$ cat config.mk
export PLATFORM = sky130hd
export DESIGN_NAME = lmh_master_core
export DESIGN_NICKNAME = d
export VERILOG_FILES = /design/src/rtl/lmh_pkg.sv /design/src/rtl/lmh_ctrl.sv /design/src/rtl/lmh_latch.sv /design/src/rtl/lmh_rdpath.sv /design/src/rtl/lmh_master_core.sv
export SDC_FILE = /design/constraint.sdc
export NUM_CORES = 1
export LEC_CHECK = 0
export ABC_AREA = 1
export BUFFER_PORTS_ARGS = -buffer_cell sky130_fd_sc_hd__buf_2
export CAP_MARGIN = 15
export CORE_ASPECT_RATIO = 0.75
export CORE_MARGIN = 5
export CORE_UTILIZATION = 35
export DETAILED_ROUTE_END_ITERATION = 7
export GPL_ROUTABILITY_DRIVEN = 0
export SKIP_CTS_REPAIR_TIMING = 1
export SLEW_MARGIN = 20
export SYNTH_ARGS = -nofsm -noshare
export SYNTH_HDL_FRONTEND = slang
export SYNTH_HIERARCHICAL = 1
export SYNTH_SLANG_ARGS = --single-unit
export TNS_END_PERCENT = 50
$ cat constraint.sdc
create_clock -name clk -period 2 [get_ports clk]
set_input_delay 0.4 -clock clk [delete_from_list [all_inputs] [get_ports clk]]
set_output_delay 0.4 -clock clk [all_outputs]
set_load 0.01 [all_outputs]
$ cat src/rtl/lmh_pkg.sv
package lmh_pkg;
    typedef enum logic [1:0] {
        ST_IDLE     = 2'd0,
        ST_ADDR_ACK = 2'd1,
        ST_DATA     = 2'd2,
        ST_DONE     = 2'd3
    } lmh_state_e;
endpackage

$ cat src/rtl/lmh_ctrl.sv
module lmh_ctrl
    import lmh_pkg::*;
#(
    parameter int LEN_W = 8
) (
    input  logic             clk,
    input  logic             rst,
    input  logic             start_i,
    input  logic [LEN_W-1:0] len_i,
    input  logic             loc_rdy_n_i,
    input  logic             bus_trdy_i,
    output lmh_state_e       state_o,
    output logic             fire_o,
    output logic             bus_req_o,
    output logic             bus_irdy_o,
    output logic             adr_ack_n_o,
    output logic             dat_ack_n_o,
    output logic             xfr_n_o
);
    localparam logic [LEN_W-1:0] ONE = LEN_W'(1);

    lmh_state_e       state_q, state_d;
    logic [LEN_W-1:0] left_q;
    logic             fire;

    assign fire       = (state_q == ST_DATA) && !loc_rdy_n_i && bus_trdy_i;
    assign fire_o     = fire;
    assign state_o    = state_q;
    assign bus_req_o  = (state_q == ST_DATA);
    assign bus_irdy_o = (state_q == ST_DATA) && !loc_rdy_n_i;

    always_comb begin
        state_d = state_q;
        unique case (state_q)
            ST_IDLE:     if (start_i) state_d = ST_ADDR_ACK;
            ST_ADDR_ACK: state_d = (len_i == '0) ? ST_DONE : ST_DATA;
            ST_DATA:     if (fire && left_q == ONE) state_d = ST_DONE;
            ST_DONE:     state_d = ST_IDLE;
            default:     state_d = ST_IDLE;
        endcase
    end

    // state register and word counter
    always_ff @(posedge clk) begin
        if (rst) begin
            state_q <= ST_IDLE;
            left_q  <= '0;
        end else begin
            state_q <= state_d;
            if (state_q == ST_ADDR_ACK) left_q <= len_i;
            else if (fire)              left_q <= left_q - ONE;
        end
    end

    // registered local-side outputs
    always_ff @(posedge clk) begin
        if (rst) begin
            adr_ack_n_o <= 1'b1;
            dat_ack_n_o <= 1'b1;
            xfr_n_o     <= 1'b1;
        end else begin
            adr_ack_n_o <= !(state_d == ST_ADDR_ACK);
            dat_ack_n_o <= !((state_q == ST_DATA) && bus_trdy_i);
            xfr_n_o     <= !fire;
        end
    end


    addr_ack_one_cycle_chk: assert property (@(posedge clk) disable iff (rst)
        !adr_ack_n_o |=> adr_ack_n_o);

    start_busy_ignored_chk: assert property (@(posedge clk) disable iff (rst)
        (start_i && state_q != ST_IDLE) |=> adr_ack_n_o);

    strobe_rule_chk: assert property (@(posedge clk) disable iff (rst)
        ($past(state_q) == ST_DATA) |-> (xfr_n_o == !(!$past(loc_rdy_n_i) && !dat_ack_n_o)));

    target_wait_ack_chk: assert property (@(posedge clk) disable iff (rst)
        ($past(state_q) == ST_DATA && !$past(bus_trdy_i)) |-> dat_ack_n_o);

    strobe_needs_ack_chk: assert property (@(posedge clk) disable iff (rst)
        !xfr_n_o |-> (!dat_ack_n_o && (state_q == ST_DATA || state_q == ST_DONE)));

    zero_len_skip_chk: assert property (@(posedge clk) disable iff (rst)
        (state_q == ST_ADDR_ACK && len_i == '0) |=> (state_q == ST_DONE && !bus_req_o));
endmodule

$ cat src/rtl/lmh_latch.sv
module lmh_latch #(
    parameter int ADDR_W = 32,
    parameter int CMD_W  = 4
) (
    input  logic              clk,
    input  logic              rst,
    input  logic              grab_i,
    input  logic [ADDR_W-1:0] adi_i,
    input  logic [CMD_W-1:0]  cmd_i,
    output logic [ADDR_W-1:0] addr_o,
    output logic [CMD_W-1:0]  cmd_o,
    output logic              wr_o
);
    always_ff @(posedge clk) begin
        if (rst) begin
            addr_o <= '0;
            cmd_o  <= '0;
        end else if (grab_i) begin
            addr_o <= adi_i;
            cmd_o  <= cmd_i;
        end
    end

    assign wr_o = cmd_o[0];


    addr_hold_chk: assert property (@(posedge clk) disable iff (rst)
        !grab_i |=> ($stable(addr_o) && $stable(cmd_o)));

    addr_take_chk: assert property (@(posedge clk) disable iff (rst)
        grab_i |=> (addr_o == $past(adi_i) && cmd_o == $past(cmd_i)));
endmodule

$ cat src/rtl/lmh_rdpath.sv
module lmh_rdpath #(
    parameter int DATA_W = 32
) (
    input  logic              clk,
    input  logic              rst,
    input  logic              fire_i,
    input  logic              wr_i,
    input  logic [DATA_W-1:0] rdata_i,
    output logic [DATA_W-1:0] dato_o
);
    always_ff @(posedge clk) begin
        if (rst)                dato_o <= '0;
        else if (fire_i && !wr_i) dato_o <= rdata_i;
    end


    rd_capture_chk: assert property (@(posedge clk) disable iff (rst)
        (fire_i && !wr_i) |=> (dato_o == $past(rdata_i)));
endmodule

$ cat src/rtl/lmh_master_core.sv
module lmh_master_core
    import lmh_pkg::*;
#(
    parameter int ADDR_W = 32,
    parameter int DATA_W = 32,
    parameter int CMD_W  = 4,
    parameter int LEN_W  = 8
) (
    input  logic              clk,
    input  logic              rst,
    input  logic              start,
    input  logic [LEN_W-1:0]  burst_len,
    input  logic [ADDR_W-1:0] loc_adi,
    input  logic [CMD_W-1:0]  loc_cmd,
    input  logic              loc_rdy_n,
    output logic              adr_ack_n,
    output logic              dat_ack_n,
    output logic              xfr_n,
    output logic [DATA_W-1:0] loc_dato,
    output logic              bus_req,
    output logic              bus_irdy,
    input  logic              bus_trdy,
    output logic [ADDR_W-1:0] bus_addr,
    output logic [CMD_W-1:0]  bus_cmd,
    output logic [DATA_W-1:0] bus_wdata,
    input  logic [DATA_W-1:0] bus_rdata
);
    lmh_state_e state;
    logic       fire;
    logic       is_wr;

    lmh_ctrl #(.LEN_W(LEN_W)) ctrl_i (
        .clk         (clk),
        .rst         (rst),
        .start_i     (start),
        .len_i       (burst_len),
        .loc_rdy_n_i (loc_rdy_n),
        .bus_trdy_i  (bus_trdy),
        .state_o     (state),
        .fire_o      (fire),
        .bus_req_o   (bus_req),
        .bus_irdy_o  (bus_irdy),
        .adr_ack_n_o (adr_ack_n),
        .dat_ack_n_o (dat_ack_n),
        .xfr_n_o     (xfr_n)
    );

    lmh_latch #(.ADDR_W(ADDR_W), .CMD_W(CMD_W)) latch_i (
        .clk    (clk),
        .rst    (rst),
        .grab_i (state == ST_ADDR_ACK),
        .adi_i  (loc_adi),
        .cmd_i  (loc_cmd),
        .addr_o (bus_addr),
        .cmd_o  (bus_cmd),
        .wr_o   (is_wr)
    );

    lmh_rdpath #(.DATA_W(DATA_W)) rdpath_i (
        .clk     (clk),
        .rst     (rst),
        .fire_i  (fire),
        .wr_i    (is_wr),
        .rdata_i (bus_rdata),
        .dato_o  (loc_dato)
    );

    assign bus_wdata = loc_adi[DATA_W-1:0];


    req_in_data_chk: assert property (@(posedge clk) disable iff (rst)
        (state == ST_DONE) |=> (state == ST_IDLE && !bus_req && adr_ack_n));
endmodule

==> flow_metrics.py <==
metrics = {
    "min_path": {
        "hp-class": "primary input to flop",
        "holdCritStartpoint": "bus_trdy",
    },
    "layout": {
        "diodes": 0,
        "fin_nets": 821,
        "finalInstanceArea_mm2": 0.00497,
        "syn2layout_area_growth_pct": 26.5,
        "drive_gt1_share_pct": 28.9,
        "utilization_pct": 45.4,
    },
    "pwr": {
        "p_int_mw": 3.31,
        "clockPowerShare_pct": 36.9,
        "leakage_nw": 2.80,
        "ir_drop_uv": 588,
        "comb_power_share_pct": 23.0,
        "p_seq_share_pct": 40.2,
        "switching_share_pct": 29.6,
        "p_per_area_mw_per_mm2": 945,
        "power.switching_mw": 1.39,
    },
    "logic_synthesis": {
        "synth_nets": 678,
        "postSynthCellCount": 592,
        "synth_adder_area_share_pct": 1.59,
        "synth_mux_area_share_pct": 0,
        "yosys.cell_types.count": 25,
        "synthSimpleGateAreaFrac_pct": 34.1,
        "synth_top_family_by_area": "simple AND/OR/NAND/NOR gates",
        "yosys_warnings": 6,
        "syn_area_per_cell_um2": 6.63,
        "synth_seq_cells": 81,
        "seq_area_frac_synth_pct": 41.3,
        "synth_xor_xnor_area_share_pct": 0.223,
        "synth_compound_area_share_pct": 2.33,
        "synth.cell_area_mm2": 0.00393,
    },
    "clocking": {
        "htree_levels": 3,
        "numCtsBuffers": 9,
        "worstSkewPairLatency_ns": 0.33,
        "cts_tree": "yes",
        "clkSinkCount": 81,
        "path_clk_slew_ns": 0.06,
        "cts_buffer_depth": 2,
        "cts_root_buf": "clkbuf_16",
    },
    "detailed_routing": {
        "wire_per_inst_um": 11.3,
        "drt_iter0_markers": 177,
        "num_vias": 3744,
        "drt-pass1-iter-count": 4,
        "via_per_inst": 4.25,
        "postRouteAntennaNets": 0,
        "wirelength_mm": 9.91,
        "drc": 0,
    },
    "timing": {
        "finalHoldViolations": 0,
        "worst_pin_slew_ns": 0.610,
        "setup_tns_ns": 0,
        "slew_violations": 0,
        "fmax_mhz": 578,
        "holdWs_ns": 0.281,
        "finClkSkew_ns": 0.00329,
        "relSlewSlack_pct": 59.3,
        "period_needed_ns": 1.73,
        "rsz0062_at_grt": "no",
        "setup_viol": 0,
        "fin_crit_sh_pct": 86.5,
    },
    "die": {
        "dieArea_mm2": 0.0135,
        "ios": 186,
        "initial_core_util_pct": 35.9,
        "fp.dieW_um": 132,
        "coreArea_mm2": 0.0109,
        "die_height_um": 102,
        "rows": 33,
    },
    "critical_path": {
        "r2r-start": "ctrl_i/state_o[0]",
        "cpPeakStageDelay_ns": 0.38,
        "cp.required_ns": 1.60,
        "path_class": "flop to output pin",
        "start_kind": "flop",
        "crit_path_end_kind": "output pin",
        "worstPathMaxFanout": 5,
        "crit_top_cell": "inv_1",
        "path_cells": "inv_1 -> ha_1 -> nand2_1 -> inv_1 -> buf_2",
        "arrival_ns": 1.33,
        "cp_slowest_cell": "dfxtp_1",
        "critPathLaunch": "ctrl_i/state_o[0]",
    },
    "run_status": {
        "status": "completed",
    },
    "run": {
        "drv_cap": 0,
    },
    "global_routing": {
        "antenna_found_initial": 0,
        "grt_pass1_vias": 3452,
        "grt_pass1_wl_mm": 16.0,
        "gr-total-overflow": 0,
        "grt_max_degree": 73,
        "grt.total_usage_pct": 14.3,
    },
    "place": {
        "io_buffers": 185,
        "postPlaceCellArea_mm2": 0.00466,
        "dp_hpwl_mm": 7.37,
    },
}
-- critical path, delay by kind of cell, from the launching register on --
| family | cells | cell delay (ns) |
|---|---|---|
| DFF | 1 | 0.38 |
| adders and majority gates | 1 | 0.27 |
| and+or+nand+nor | 1 | 0.09 |
| buffers and inverters | 3 | 0.27 |
-- Yosys cell counts (all sizes together) --
cell	count	share of area (%)
a211oi	2	0.38
a21boi	1	0.19
a21oi	7	0.89
a31oi	2	0.32
buf	56	11
clkbuf	2	0.19
dfxtp	81	41
ha	5	1.6
inv	97	9.3
nand2	128	12
nand3	48	6.2
nand4	1	0.16
nor2	155	15
nor3	2	0.25
o21ai	3	0.38
o22ai	1	0.16
xor2	1	0.22
-- path summary, 6_finish.rpt --
kind	endpoint	slack, ns	depth (start not counted)
hold / removal	ctrl_i/dat_ack_n_o	0.28	2
hold reg to reg	latch_i/addr_o[30]	0.46	2
setup / recovery	bus_irdy	0.27	5
setup reg to reg	rdpath_i/dato_o[26]	0.31	8
-- power groups by stage --
stage / Clock, mW / Sequential [mW] / Combinational (mW)
6_report: 1.73 / 1.89 / 1.08
5_1_grt: 1.86 / 1.91 / 1.23
4_1_cts: 1.81 / 1.89 / 1.09
3_5_place_dp: 0 / 1.92 / 1.09
3_3_place_gp: 0 / 1.91 / 1.07
2_1_floorplan: 0 / 1.98 / 0.727
-- per-layer routing --
metal  routed length (µm)  GRT usage (%)
met5                    0              0
met3                  646           4.97
met2                 4690           24.3
met4                  161           4.93
met1                 4400           17.1
-- sequential cells by signal, summed over array words and instances, names as in the netlist --
name	flops
latch_i/addr_o	32
rdpath_i/dato_o	32
ctrl_i/left_q	8
latch_i/cmd_o	4
ctrl_i/state_o	2
ctrl_i/adr_ack_n_o	1
ctrl_i/dat_ack_n_o	1
ctrl_i/xfr_n_o	1
-- metrics by stage --
stage	std cells	worst slack, ns	power [mW]
floorplan	592	0.460	2.70
global placement	864	0.407	2.99
detailed placement	864	0.333	3.01
CTS	880	0.248	4.78
global route	880	0.132	5.01
finish	880	0.270	4.69
-- area by class of cell --
type | count | area (µm²)
Sequential cell | 81 | 1620
Clock buffer | 11 | 233
Inverter | 97 | 364
Multi-Input combinational cell | 356 | 1510
Timing Repair Buffer | 190 | 988
Fill cell | 1168 | 5970
Clock inverter | 5 | 80.1
Tap cell | 140 | 175
-- cell usage in the layout (no fill, tap or decap), types with 3 or more instances in the layout --
| cell | netlist | layout |
|---|---|---|
| buf_2 | 9 | 185 |
| nor2_1 | 152 | 152 |
| nand2_1 | 127 | 127 |
| inv_1 | 92 | 92 |
| dfxtp_1 | 81 | 81 |
| nand3_1 | 47 | 47 |
| clkbuf_16 | 0 | 9 |
| a21oi_1 | 7 | 7 |
| inv_2 | 5 | 5 |
| ha_1 | 5 | 5 |
| o21ai_0 | 3 | 3 |
| buf_4 | 34 | 3 |
-- cells by family (layout without fill, tap and decap cells) --
family	count (synthesis)	count (layout)
AND/OR/NAND/NOR	334	334
adder cells (fa/ha/maj)	5	5
flip-flops	81	81
XOR/XNOR	1	1
buffers and inverters	155	303
AO/OA/AOI/OAI	16	16
No activity file was read; power rests on OpenSTA's default activity.
